## config.mk

```make
export PLATFORM = sky130hd
export DESIGN_NAME = zt_symbol_engine
export DESIGN_NICKNAME = d
export VERILOG_FILES = /design/src/rtl/zt_pkg.sv /design/src/rtl/zt_tree_store.sv /design/src/rtl/zt_flag_bank.sv /design/src/rtl/zt_sequencer.sv /design/src/rtl/zt_symbol_engine.sv
export SDC_FILE = /design/constraint.sdc
export NUM_CORES = 1
export LEC_CHECK = 0
export ABC_AREA = 1
export BUFFER_PORTS_ARGS = -buffer_cell sky130_fd_sc_hd__buf_2
export CORE_ASPECT_RATIO = 1.2
export CORE_MARGIN = 1
export CORE_UTILIZATION = 50
export DETAILED_ROUTE_END_ITERATION = 12
export PLACE_DENSITY = 0.66
export REMOVE_ABC_BUFFERS = 1
export SKIP_LAST_GASP = 1
export SYNTH_ARGS = -nofsm -noshare
export SYNTH_HDL_FRONTEND = slang
export SYNTH_SLANG_ARGS = --single-unit
export TNS_END_PERCENT = 100
```

## constraint.sdc

```tcl
create_clock -name clk -period 8 [get_ports clk]
set_clock_uncertainty 0.2 [all_clocks]
set_input_delay 1.6 -clock clk [delete_from_list [all_inputs] [get_ports clk]]
set_output_delay 1.6 -clock clk [all_outputs]
set_load 0.02 [all_outputs]
```

## src/rtl/zt_pkg.sv

```systemverilog
package zt_pkg;

  typedef enum logic [2:0] {
    SYM_ZTR   = 3'd0,
    SYM_IZ    = 3'd1,
    SYM_VAL   = 3'd2,
    SYM_VZTR  = 3'd3,
    SYM_ZDESC = 3'd4
  } zsym_e;

  // Node count of a full 4-ary tree with lv levels.
  function automatic int tree_nodes(input int lv);
    int n;
    int p;
    n = 0;
    p = 1;
    for (int i = 0; i < lv; i++) begin
      n += p;
      p *= 4;
    end
    return n;
  endfunction

  // Index of the first leaf (nodes of all levels above the last).
  function automatic int first_leaf(input int lv);
    return tree_nodes(lv - 1);
  endfunction

  function automatic int child_base(input int i);
    return 4 * i + 1;
  endfunction

  function automatic int parent_of(input int c);
    return (c - 1) / 4;
  endfunction

  // sig: own coefficient non-zero; below_nz: something non-zero beneath.
  function automatic zsym_e classify(input logic sig, input logic below_nz);
    zsym_e s;
    if (below_nz) s = sig ? SYM_VAL : SYM_IZ;
    else          s = sig ? SYM_VZTR : SYM_ZTR;
    return s;
  endfunction

  function automatic logic is_root_kind(input zsym_e s);
    return (s == SYM_ZTR) || (s == SYM_VZTR);
  endfunction

endpackage

```

## src/rtl/zt_tree_store.sv

```systemverilog
module zt_tree_store #(
  parameter int NODES  = 21,
  parameter int IDX_W  = 5,
  parameter int COEF_W = 12
) (
  input  logic              clk,
  input  logic              rst_n,
  input  logic              coef_we,
  input  logic [IDX_W-1:0]  coef_widx,
  input  logic [COEF_W-1:0] coef_wdata,
  input  logic [IDX_W-1:0]  coef_ridx,
  output logic              coef_nz,
  input  logic              sym_we,
  input  logic [IDX_W-1:0]  sym_widx,
  input  zt_pkg::zsym_e     sym_wdata,
  input  logic [IDX_W-1:0]  sym_ridx,
  output zt_pkg::zsym_e     sym_rdata
);

  logic [COEF_W-1:0] coef_mem [NODES];
  zt_pkg::zsym_e     sym_mem  [NODES];

  always_ff @(posedge clk or negedge rst_n) begin
    if (!rst_n) begin
      for (int k = 0; k < NODES; k++) coef_mem[k] <= '0;
    end else if (coef_we && (int'(coef_widx) < NODES)) begin
      coef_mem[coef_widx] <= coef_wdata;
    end
  end

  always_ff @(posedge clk or negedge rst_n) begin
    if (!rst_n) begin
      for (int k = 0; k < NODES; k++) sym_mem[k] <= zt_pkg::SYM_ZTR;
    end else if (sym_we) begin
      sym_mem[sym_widx] <= sym_wdata;
    end
  end

  assign coef_nz   = (int'(coef_ridx) < NODES) ? (coef_mem[coef_ridx] != '0) : 1'b0;
  assign sym_rdata = (int'(sym_ridx) < NODES) ? sym_mem[sym_ridx] : zt_pkg::SYM_ZTR;

endmodule

```

## src/rtl/zt_flag_bank.sv

```systemverilog
module zt_flag_bank #(
  parameter int NODES = 21,
  parameter int IDX_W = 5
) (
  input  logic             clk,
  input  logic             rst_n,
  input  logic             clear,
  input  logic             below_set,
  input  logic [IDX_W-1:0] below_idx,
  input  logic             mark_en,
  input  logic [IDX_W-1:0] mark_base,
  input  logic [IDX_W-1:0] rd_idx,
  output logic             rd_below,
  output logic             rd_mark
);

  logic [NODES-1:0] below_q;
  logic [NODES-1:0] mark_q;

  generate
    for (genvar k = 0; k < NODES; k++) begin : g_node
      logic hit_below;
      logic hit_mark;
      assign hit_below = below_set && (int'(below_idx) == k);
      assign hit_mark  = mark_en && (k >= int'(mark_base)) && (k < int'(mark_base) + 4);

      always_ff @(posedge clk or negedge rst_n) begin
        if (!rst_n) begin
          below_q[k] <= 1'b0;
          mark_q[k]  <= 1'b0;
        end else if (clear) begin
          below_q[k] <= 1'b0;
          mark_q[k]  <= 1'b0;
        end else begin
          if (hit_below) below_q[k] <= 1'b1;
          if (hit_mark)  mark_q[k]  <= 1'b1;
        end
      end
    end
  endgenerate

  assign rd_below = (int'(rd_idx) < NODES) ? below_q[rd_idx] : 1'b0;
  assign rd_mark  = (int'(rd_idx) < NODES) ? mark_q[rd_idx]  : 1'b0;

endmodule

```

## src/rtl/zt_sequencer.sv

```systemverilog
module zt_sequencer #(
  parameter int NODES = 21,
  parameter int IDX_W = 5
) (
  input  logic             clk,
  input  logic             rst_n,
  input  logic             start,
  input  logic             out_ready,
  output logic             busy,
  output logic             asg_active,
  output logic             gen_active,
  output logic [IDX_W-1:0] idx,
  output logic             start_fire,
  output logic             gen_fire,
  output logic             last_fire,
  output logic             done
);

  typedef enum logic [1:0] {ST_IDLE, ST_ASSIGN, ST_GEN} st_e;

  localparam logic [IDX_W-1:0] LAST_IDX = IDX_W'(NODES - 1);

  st_e state_q;
  logic [IDX_W-1:0] idx_q;
  logic done_q;

  assign asg_active = (state_q == ST_ASSIGN);
  assign gen_active = (state_q == ST_GEN);
  assign busy       = (state_q != ST_IDLE);
  assign start_fire = (state_q == ST_IDLE) && start;
  assign gen_fire   = gen_active && out_ready;
  assign last_fire  = gen_fire && (idx_q == LAST_IDX);
  assign idx        = idx_q;
  assign done       = done_q;

  always_ff @(posedge clk or negedge rst_n) begin
    if (!rst_n) begin
      state_q <= ST_IDLE;
      idx_q   <= '0;
      done_q  <= 1'b0;
    end else begin
      done_q <= 1'b0;
      unique case (state_q)
        ST_IDLE: begin
          if (start) begin
            state_q <= ST_ASSIGN;
            idx_q   <= LAST_IDX;
          end
        end
        ST_ASSIGN: begin
          if (idx_q == '0) state_q <= ST_GEN;
          else             idx_q   <= idx_q - 1'b1;
        end
        ST_GEN: begin
          if (gen_fire) begin
            if (idx_q == LAST_IDX) begin
              state_q <= ST_IDLE;
              idx_q   <= '0;
              done_q  <= 1'b1;
            end else begin
              idx_q <= idx_q + 1'b1;
            end
          end
        end
        default: state_q <= ST_IDLE;
      endcase
    end
  end

endmodule

```

## src/rtl/zt_symbol_engine.sv

```systemverilog
module zt_symbol_engine #(
  parameter int LEVELS = 3,
  parameter int COEF_W = 12,
  localparam int NODES = zt_pkg::tree_nodes(LEVELS),
  localparam int IDX_W = $clog2(NODES)
) (
  input  logic              clk,
  input  logic              rst_n,
  input  logic              wr_en,
  input  logic [IDX_W-1:0]  wr_idx,
  input  logic [COEF_W-1:0] wr_coef,
  input  logic              start,
  output logic              busy,
  output logic              done,
  output logic              out_valid,
  input  logic              out_ready,
  output logic [2:0]        out_sym,
  output logic [IDX_W-1:0]  out_idx
);

  localparam int LEAF0 = zt_pkg::first_leaf(LEVELS);

  logic             asg_active;
  logic             gen_active;
  logic [IDX_W-1:0] idx;
  logic             start_fire;
  logic             gen_fire;
  logic             last_fire;
  logic             asg_fire;

  logic             cur_nz;
  logic             cur_below;
  logic             cur_mark;
  logic             cur_leaf;
  zt_pkg::zsym_e    cur_cls;
  zt_pkg::zsym_e    stored_sym;

  logic             below_set;
  logic [IDX_W-1:0] parent_idx;
  logic             asg_mark;
  logic             gen_mark;
  logic             mark_en;
  logic [IDX_W-1:0] child0_idx;

  zt_sequencer #(.NODES(NODES), .IDX_W(IDX_W)) seq_i (
    .clk        (clk),
    .rst_n      (rst_n),
    .start      (start),
    .out_ready  (out_ready),
    .busy       (busy),
    .asg_active (asg_active),
    .gen_active (gen_active),
    .idx        (idx),
    .start_fire (start_fire),
    .gen_fire   (gen_fire),
    .last_fire  (last_fire),
    .done       (done)
  );

  assign asg_fire   = asg_active;
  assign cur_leaf   = (int'(idx) >= LEAF0);
  assign cur_cls    = zt_pkg::classify(cur_nz, cur_below);
  assign parent_idx = IDX_W'(zt_pkg::parent_of(int'(idx)));
  assign child0_idx = cur_leaf ? '0 : IDX_W'(zt_pkg::child_base(int'(idx)));

  assign below_set  = asg_fire && (idx != '0) && (cur_nz || cur_below);
  assign asg_mark   = asg_fire && !cur_leaf && zt_pkg::is_root_kind(cur_cls);
  assign gen_mark   = gen_fire && !cur_leaf && cur_mark;
  assign mark_en    = asg_mark || gen_mark;

  zt_tree_store #(.NODES(NODES), .IDX_W(IDX_W), .COEF_W(COEF_W)) store_i (
    .clk        (clk),
    .rst_n      (rst_n),
    .coef_we    (wr_en && !busy),
    .coef_widx  (wr_idx),
    .coef_wdata (wr_coef),
    .coef_ridx  (idx),
    .coef_nz    (cur_nz),
    .sym_we     (asg_fire),
    .sym_widx   (idx),
    .sym_wdata  (cur_cls),
    .sym_ridx   (idx),
    .sym_rdata  (stored_sym)
  );

  zt_flag_bank #(.NODES(NODES), .IDX_W(IDX_W)) flags_i (
    .clk       (clk),
    .rst_n     (rst_n),
    .clear     (start_fire),
    .below_set (below_set),
    .below_idx (parent_idx),
    .mark_en   (mark_en),
    .mark_base (child0_idx),
    .rd_idx    (idx),
    .rd_below  (cur_below),
    .rd_mark   (cur_mark)
  );

  assign out_valid = gen_active;
  assign out_idx   = idx;
  assign out_sym   = cur_mark ? zt_pkg::SYM_ZDESC : stored_sym;

endmodule

```

* Yosys cells after proc, flatten, opt, wreduce, memory -nomap -nowiden
Cells that the tools add are included.
Storage, ports and cells: input port bits 22, flip-flop bits (word level) 365
Cells by class: eq/ne operators 29, $lt $le $gt $ge 50, reductions and logical operators 133, add/sub/neg operators 6, bitwise operators 3, multiplexer cells 122
Operators by type and width (count):
- $lt A5 B32 Y1 const A | 8
- $bwmux W252 | 1
- $lt A6 B32 Y1 const A | 5
- $lt A4 B32 Y1 const A | 4
- $mux W1 | 92
- $reduce_bool A2 Y1 | 43
- $logic_and A1 B1 Y1 | 75
- $eq A5 B5 Y1 const B | 14
- $lt A3 B32 Y1 const A | 2
- $bwmux W63 | 1
- $bmux W12 S5 | 1
- $demux W12 S5 | 1
- $ge A4 B5 Y1 const A | 8
- $mux W12 | 3
- $lt A1 B32 Y1 const A | 1
- $lt A2 B32 Y1 const A | 1
- $ge A5 B5 Y1 const A | 5
- $mux W5 | 5
- $eq A5 B4 Y1 const B | 4
- $ge A3 B5 Y1 const A | 4
- $bmux W3 S5 | 1
- $demux W3 S5 | 1
- $mux W3 | 5
- $pmux W5 S3 | 1
- other kinds (34) | 57

* Depth between registers and ports, before layout
Gate-level depths: netlist of run 1.
depth in word-level cells 16, mapped depth 20

* Cells and area by module
From an unflattened synthesis of run 1, not the netlist that was laid out.
Second synthesis, totals: cells, all modules 2162, area total of the unflattened synthesis 17606.9 um^2
Modules (own cells, without submodules):
- zt_tree_store | cells each 1593, area an instance 13864.5 um^2, instances 1, seq. area each 7882.6 um^2
- zt_flag_bank | cells each 416, area an instance 2783.9 um^2, instances 1, seq. area each 1051.0 um^2
- zt_sequencer | cells each 103, area an instance 718.2 um^2, instances 1, seq. area each 200.2 um^2
- zt_symbol_engine | cells each 50, area an instance 240.2 um^2, instances 1, seq. area each 0.0 um^2

* Least setup slack after synthesis of run 1
No wires, ideal clock.
path kind register -> output, start point register seq_i.idx_q[0] (netlist: seq_i.idx[0]), end point output out_sym[0], arrival 1.845 ns, buffers on the path 3, cell stages (with the launch flop) 10, slack 4.355 ns, data required time 6.200 ns, path through dfrtp_1 > buf_2 > buf_2 > clkbuf_1 > nor2_1 > o22ai_1 > nand2_1 > a31oi_1 > o21ai_0 > inv_1
On the way: longest elaborated chain between the ends 6, elaborated cells between the ends (all ways) 10, those cells by class order compare (1); mux (8); bitwise (1)
Ends and longest elaborated chain:
- start: declaration | line zt_sequencer.sv:24 | logic [IDX_W-1:0] idx_q;
- start signal: assignment | line zt_sequencer.sv:52 | else idx_q <= idx_q - 1'b1;
- start signal: assignment | line zt_sequencer.sv:61 | idx_q <= idx_q + 1'b1;
- $not A5 Y6 (implied by the code) | line zt_tree_store.sv:40 | assign sym_rdata = (int'(sym_ridx) < NODES) ? sym_mem[sym_ridx] : zt_pkg::SYM_ZTR;
- $bmux W3 S5 | line zt_tree_store.sv:40
- $mux W3 (implied by the code) (2 in a row) | line zt_tree_store.sv:40
- $mux W3 | line zt_tree_store.sv:40
- $mux W3 (*) | line zt_symbol_engine.sv:101 | assign out_sym = cur_mark ? zt_pkg::SYM_ZDESC : stored_sym;
- end: declaration | line zt_symbol_engine.sv:17 | output logic [2:0] out_sym,
Mark *: on every way between the ends. The rest lies on a longest branch, timed or not. The select of a mux whose other input is x is not followed.

* Worst setup path after layout of run 1
start point register seq_i.idx_q[0] (netlist: seq_i.idx[0]), end point output out_sym[1]
Same word-level chain as after synthesis.

==> key figures, run 1 <==
Run status
  • Outcome: finished, final reports clean

Die
  • Die extent in y: 190 um
  • # rows: between 60 and 70
  • Core area: 28800 um^2
  • Die X: 159 um
  • I/O Pins: 33
  • Die footprint: around 30000 um^2
  • Initial Util: 51.1%

Worst setup path
  • Length in cells of the worst reg-to-reg path: 14
  • Top Family by Delay on Critical Path: compound AO/OA/AOI/OAI gates
  • Most frequent CP cell: nand2_1
  • R2r startpoint: seq_i.idx[0]
  • R2r setup slk: roughly 3.7 ns
  • Crit path max fanout: 30
  • Crit path kind: reg -> out
  • Setup crit end kind: primary output
  • CP required: 6.20 ns
  • Type of origin of the critical path: flip-flop
  • Cell-by-cell trace of the critical path: clkinv_1 -> o21ai_0 -> o22ai_1 -> nand2_1 -> o221ai_1 -> nand2_1 -> nand2_1 -> o21ai_0 -> inv_1 -> buf_2
  • Slowest-stage cell, CP: clkinv_1
  • Reg2reg end: flags_i.mark_q[12]
  • Largest stage delay, worst path: 0.68 ns
  • CP bufs+invs: 3
  • Crit path arrival time: roughly 2.9 ns

Power
  • Lkg Pwr: 7.70 nW
  • Worst vdd ir: 205 uV
  • Post-layout total power: 5.64 mW
  • Pwr Density: 347 nW/um^2

Logic synthesis
  • Most common cell in the netlist: nand2_1
  • Post-synth EDFFs: 0
  • Syn Area/Cell: 8.59 um^2
  • Top cell type by total area after synthesis: dfrtp_1
  • Async set or reset register ratio after synthesis: 100%
  • Top cells by area, synth: dfrtp_1 (57%), nand2_1 (11%), o21ai_0 (11%), nor2_1 (5.1%), inv_1 (2.6%)
  • Synth top area share: between 50% and 60%
  • Cells after synthesis: ~1700
  • Sequential share of the synthesized area: 57.3%
  • Synth unique cells: 42
  • #FFs+latches synth: 337
  • Netlist Area Pre-Place: between 10000 and 15000 um^2
  • Ys Warns: 0
  • Ys flop type: dfrtp_1
  • Commonest cells post-synth: nand2_1 (428), dfrtp_1 (337), o21ai_0 (313)

Detailed routing
  • DRC viols: 0
  • Initial DRC count: 999
  • DR WL/cell: 17.0 um
  • Drt total wl: about 36000 um
  • Via/cell ratio: 5.38
  • Routed Antenna Nets: 0
  • Via count: 11400
  • DRT Pass-1 Iters: 5

Layout
  • Nets@finish: 1744
  • Utilization after layout: 56.3%
  • ANT cells: 0
  • Synthesis-to-finish area growth: 10.3%
  • Proportion of layout cells with a drive suffix above 1: under 10%
  • Fillers: about 2600

Place
  • Hpwl dp: approximately 22000 um
  • RePlAce Congestion: between 0.8 and 0.9
  • Port-buffer cells: 32

STA
  • Setup TNS: 0 ns
  • Setup violators final: 0
  • Period minus WS final: 4.68 ns
  • Hold violation count in the final report: 0
  • Pins Over Slew Limit: 0
  • Unrepaired setup endpoints after global routing: no
  • Max Clk Rate: 0.213 GHz
  • Max transition margin: 28.2%
  • Worst Max-Slew Pin Slew: between 1 and 1.5 ns
  • Final period util: 58.5%

GRT
  • M2 GR Usage: 40.9%
  • Initial antenna violation count: 0
  • Largest net degree at the start of global routing: 137
  • Tot GR Track Use: 25.0%
  • M3 GR Usage: 3.87%
  • Overflow after GRT: 0
  • First-pass GRT wire length: slightly below 60000 um
  • GR peak layer: met2
  • Met1 usage: 34.2%
  • Vias in the first global route: 11000

CTS
  • Cts repair resizes: 0
  • Hold_buf cts: 0
  • Clock latency on the worst-skew pair: about 0.53 ns
  • Clock Pin Slew Worst Setup and Hold Paths: 0.06 ns
  • CTS sink cnt: 337
  • H-tree levels: 2
  • Cts bufs inserted: 36
  • CTS tree: done
  • Number of buffers on the longest clock path: 3
  • Root Driver: clkbuf_16
  • Setup bufs post-CTS: 0

Hold path
  • Min-delay src: store_i.coef_mem[93]
  • Hold path cells: 2
  • Hold Crit Class: reg -> reg
  • Hold EP: store_i.coef_mem[93]

Run
  • Max cap viols: 0
==> cells by family after synthesis <==
family / after synthesis / synth area share (%)
AND/OR/NAND/NOR: 731 / 20.3
adder cells (fa/ha/maj): 19 / 1.61
XOR/XNOR: 6 / 0.357
flip-flops: 337 / 57.3
buffers and inverters: 200 / 5.52
AO/OA/AOI/OAI: 422 / 14.9
==> tightest hold or removal path, stage by stage, from the launching register on <==
cell and delay, ns:
dfrtp_1 0.33, nand2_1 0.05, o21ai_0 0.06
==> registers in the layout (all words and copies together), names as in the netlist <==
register	count
flags_i.mark_q	14
flags_i.below_q	21
seq_i.state_q	2
store_i.sym_mem	42
store_i.coef_mem	252
seq_i.idx	5
seq_i.done	1
==> final cells by class <==
cell class	instances	area, um^2	area share, %
tap	385	482	2.96
inverter	112	425	2.62
clock buffer	46	1010	6.21
timing repair buffer	38	228	1.40
clock inverter	14	191	1.18
sequential	337	8430	51.9
multi-input combinational	1178	5480	33.7
==> power by group <==
part | total (mW) | switching [mW] | leakage [nW] | internal, mW
registers | 2.28 | 0.213 | 4.56 | 2.06
clock network | 1.69 | 0.668 | 0.593 | 1.02
logic | 1.68 | 1.15 | 2.55 | 0.521
total | 5.64 | 2.04 | 7.70 | 3.60
==> metal layers <==
metal | part of all wire [%] | wire length [um]
met3 | 4.8 | 1720
met5 | 0 | 0
met2 | 48 | 17200
met4 | 2.4 | 867
met1 | 45 | 16200
==> worst max path at each step <==
stage / start / end / slack, ns / cells past startpoint
after detailed placement: seq_i.idx[0] / flags_i.mark_q[12] / 3.75 / 15
final: seq_i.idx[0] / out_sym[1] / 3.32 / 10
after CTS: seq_i.idx[0] / out_sym[1] / 3.35 / 10
after floorplan: seq_i.idx[0] / out_sym[0] / 3.31 / 9
after global placement: seq_i.idx[0] / flags_i.mark_q[12] / 3.86 / 15
after global routing: seq_i.idx[0] / out_sym[1] / 3.08 / 10
==> cell usage in the layout (no fill, tap or decap), types with 3 or more instances in the layout <==
cell type and n:
o21ai_0 313, nand3b_1 11, buf_4 5, nor2_1 201
dfrtp_1 336, bufinv_16 4, clkbuf_16 36, o21ai_1 5
a31oi_1 3, nor3_1 26, clkbuf_8 7, nand4_1 11
nand2_1 428, clkbuf_1 3, o211ai_1 3, nand3_1 28
xor2_1 5, or2_1 4, buf_2 31, inv_2 6
nand3_2 5, inv_1 101, o221ai_1 7, clkinv_2 6
a21oi_1 70, a32oi_1 5, o22ai_1 11, nor2_2 6
clkinv_1 3, ha_1 19
==> per-stage QoR <==
step / area, um^2 / hold WS (ns) / setup slack, ns / instances
floorplan: 14300 / 0.244 / 3.31 / 1627
global placement: 15000 / 0.258 / 3.86 / 2050
detailed placement: 15000 / 0.265 / 3.75 / 2050
CTS: 16200 / 0.279 / 3.35 / 2110
global route: 16200 / 0.299 / 3.08 / 2110
finish: 16200 / 0.276 / 3.32 / 2110
(Power assumes the default switching activity.)
==> run 2: changes to the inputs <==
- PLACE_DENSITY: 0.66 -> 0.69
- clock period: 8 -> 4.1 ns (I/O delays scaled with it)
==> run 2 against run 1 <==
Routed wire length up 0.99%; combinational power grew 98%; first-iteration DRC count shrank 0.40%; sequential share of layout area decreased by 0.30 points; largest power group unchanged; highest routed layer unchanged.
==> key figures, run 2 (synthesized netlist as in run 1, its figures left out) <==
Worst setup path
  • Crit path arrival time: 3.92 ns (was 2.88 ns)
  • Largest stage delay, worst path: 0.71 ns (was 0.68 ns)
  • Most frequent CP cell: nand2_1 (unchanged)
  • Setup crit end kind: flip-flop (was primary output)
  • CP bufs+invs: 3 (unchanged)
  • Cell-by-cell trace of the critical path: buf_4 -> or2_1 -> nor2_1 -> nand2_1 -> nand2_1 -> nand2_1 -> nand3_1 -> nand3_2 -> nor2_2 -> ha_1 -> inv_1 -> buf_4 -> o21ai_1 -> nand3_2 -> nand2_4 -> a21oi_1 -> nor2_1 (was clkinv_1 -> o21ai_0 -> o22ai_1 -> nand2_1 -> o221ai_1 -> nand2_1 -> nand2_1 -> o21ai_0 -> inv_1 -> buf_2)
  • Crit path max fanout: 23 (was 30)
  • Crit path to: flags_i.mark_q[12] (was out_sym[1])
  • Crit path kind: reg -> reg (was reg -> out)
  • Setup crit start: seq_i.idx[1] (was seq_i.idx[0])
  • R2r startpoint: seq_i.idx[1] (was seq_i.idx[0])
  • Reg2reg end: flags_i.mark_q[12] (unchanged)
  • Top Family by Delay on Critical Path: simple AND/OR/NAND/NOR gates (was compound AO/OA/AOI/OAI gates)
  • Length in cells of the worst reg-to-reg path: 17 (was 14)
  • R2r setup slk: 0.34 ns (was 3.73 ns)
  • CP Depth: 17 (was 10)
  • Slowest-stage cell, CP: nor2_2 (was clkinv_1)
  • CP required: 4.26 ns (was 6.20 ns)
  • Type of origin of the critical path: flip-flop (unchanged)

Power
  • Pwr Density: 671 nW/um^2 (was 347 nW/um^2)
  • Worst vdd ir: 405 uV (was 205 uV)
  • Lkg Pwr: 7.76 nW (was 7.70 nW)

Detailed routing
  • Via/cell ratio: 5.42 (was 5.38)
  • Metal3 WL: 1660 um (was 1720 um)
  • WL met1: 16000 um (was 16200 um)
  • Drt total wl: 36300 um (was 35900 um)
  • Met2 routed WL: 17600 um (was 17200 um)
  • Initial DRC count: 995 (was 999)
  • Via count: 11500 (was 11400)
  • DRC viols: 0 (unchanged)
  • Top sig layer: met4 (unchanged)
  • DR WL/cell: 17.1 um (was 17.0 um)
  • DRT Pass-1 Iters: 5 (unchanged)
  • Routed Antenna Nets: 0 (unchanged)

Run
  • Max cap viols: 0 (unchanged)

Layout
  • Max FFs per register: 252 (unchanged)
  • Most common cell after layout, fill and taps aside: nand2_1 (unchanged)
  • Proportion of layout cells with a drive suffix above 1: 7.59% (was 7.07%)
  • Post-route cell area: 16300 um^2 (was 16200 um^2)
  • Utilization after layout: 56.7% (was 56.3%)
  • Most frequent cells in the layout: nand2_1 (428), dfrtp_1 (336), o21ai_0 (313) (unchanged)
  • Reg with most FFs: store_i.coef_mem (unchanged)
  • Largest regs: store_i.coef_mem x252, store_i.sym_mem x42, flags_i.below_q x21 (unchanged)
  • ANT cells: 0 (unchanged)
  • Nets@finish: 1754 (was 1744)
  • Synthesis-to-finish area growth: 11.0% (was 10.3%)

CTS
  • Hold_buf cts: 0 (unchanged)
  • Clock Pin Slew Worst Setup and Hold Paths: 0.06 ns (about the same)
  • Root Driver: clkbuf_16 (unchanged)
  • Cts bufs inserted: 36 (unchanged)
  • Setup bufs post-CTS: 0 (unchanged)
  • CTS tree: done (unchanged)
  • Clock latency on the worst-skew pair: 0.52 ns (was 0.53 ns)
  • Number of buffers on the longest clock path: 3 (unchanged)
  • CTS sink cnt: 337 (unchanged)
  • Cts repair resizes: 0 (unchanged)
  • H-tree levels: 2 (unchanged)

Die
  • Die extent in y: 190 um (unchanged)
  • Core area: 28800 um^2 (unchanged)
  • # rows: 68 (unchanged)
  • Die footprint: 30100 um^2 (unchanged)
  • Die X: 159 um (unchanged)
  • Initial Util: 51.1% (unchanged)
  • I/O Pins: 33 (unchanged)

STA
  • Setup violators final: 0 (unchanged)
  • Period minus WS final: ~3.8 ns
  • Pins Over Slew Limit: 0 (unchanged)
  • Max transition margin: 28.6% (was 28.2%)
  • Setup TNS: 0 ns (unchanged)
  • Unrepaired setup endpoints after global routing: no (unchanged)
  • Final period util: roughly nine tenths
  • Hold violation count in the final report: 0 (unchanged)
  • Worst Max-Slew Pin Slew: 1.07 ns (was 1.08 ns)
  • Max Clk Rate: 0.266 GHz
  • Final hold slack: 0.146 ns (was 0.276 ns)

Place
  • Hpwl dp: 22400 um (was 22300 um)
  • Port-buffer cells: 32 (unchanged)
  • RePlAce Congestion: 0.888 (was 0.878)
  • Cell area after placement: 15200 um^2 (was 15000 um^2)

Hold path
  • Hold Crit Class: in -> async (was reg -> reg)

GRT
  • Overflow after GRT: 0 (unchanged)
  • Vias in the first global route: 11300 (was 11000)
  • Initial antenna violation count: 0 (unchanged)
  • Largest net degree at the start of global routing: 97 (was 137)
  • First-pass GRT wire length: 59700 um (was 58200 um)
  • Tot GR Track Use: 25.5% (was 25.0%)

Run status
  • Outcome: finished, final reports clean (unchanged)
-- run 2: cell count changes in the layout (fill, tap and decap cells not counted), sizes merged --
| cell | delta |
|---|---|
| bufinv | -3 |
| clkinvlp | -1 |
| clkbuf | +10 |
| buf | +10 |
| clkinv | -1 |
-- run 2: worst min path at each step --
stage	startpoint	end	cells after the start
global route	rst_n	flags_i.mark_q[1]	1
floorplan	store_i.coef_mem[105]	store_i.coef_mem[105]	2
global placement	store_i.coef_mem[195]	store_i.coef_mem[195]	2
CTS	rst_n	flags_i.mark_q[20]	1
detailed placement	store_i.coef_mem[195]	store_i.coef_mem[195]	2
finish	rst_n	flags_i.mark_q[0]	1
-- run 2: layer usage --
| layer | vias up | global-route usage, % |
|---|---|---|
| li1 | 5578 | - |
| met1 | 5586 | 35.1 |
| met2 | 282 | 41.5 |
| met3 | 69 | 3.26 |
| met4 | 0 | 8.91 |
| met5 | - | 0 |
-- run 2: through the flow --
| stage | instances | power [mW] | setup slack, ns |
|---|---|---|---|
| after floorplan | 1627 | 6.61 | -0.308 |
| after global placement | 2060 | 7.71 | 0.369 |
| after detailed placement | 2060 | 7.78 | 0.318 |
| after CTS | 2125 | 11.0 | 0.315 |
| after global routing | 2125 | 11.7 | 0.0496 |
| final | 2125 | 11.0 | 0.342 |
-- run 2: where the power goes --
group / switching (mW) / internal, mW
clock network: 1.30 / 1.91
logic: 2.27 / 1.07
registers: 0.403 / 4.03
-- run 2: cell type report --
| type | instances | area, um^2 |
|---|---|---|
| clock buffers | 56 | 1100 |
| clock inverters | 9 | 85.1 |
| fillers | 2556 | 12500 |
| inverters | 112 | 425 |
| multi-input cells | 1178 | 5480 |
| flip-flops and latches | 337 | 8430 |
| well taps | 385 | 482 |
| repair buffers | 48 | 340 |
-- run 2: worst register-to-register path, cell delays in order (launching register included) --
cell and delay, ns:
dfrtp_1 0.40, buf_4 0.23, or2_1 0.26, nor2_1 0.10, nand2_1 0.05, nand2_1 0.11, nand2_1 0.08, nand3_1 0.10
nand3_2 0.12, nor2_2 0.71, ha_1 0.40, inv_1 0.07, buf_4 0.23, o21ai_1 0.13, nand3_2 0.12, nand2_4 0.11
a21oi_1 0.14, nor2_1 0.05
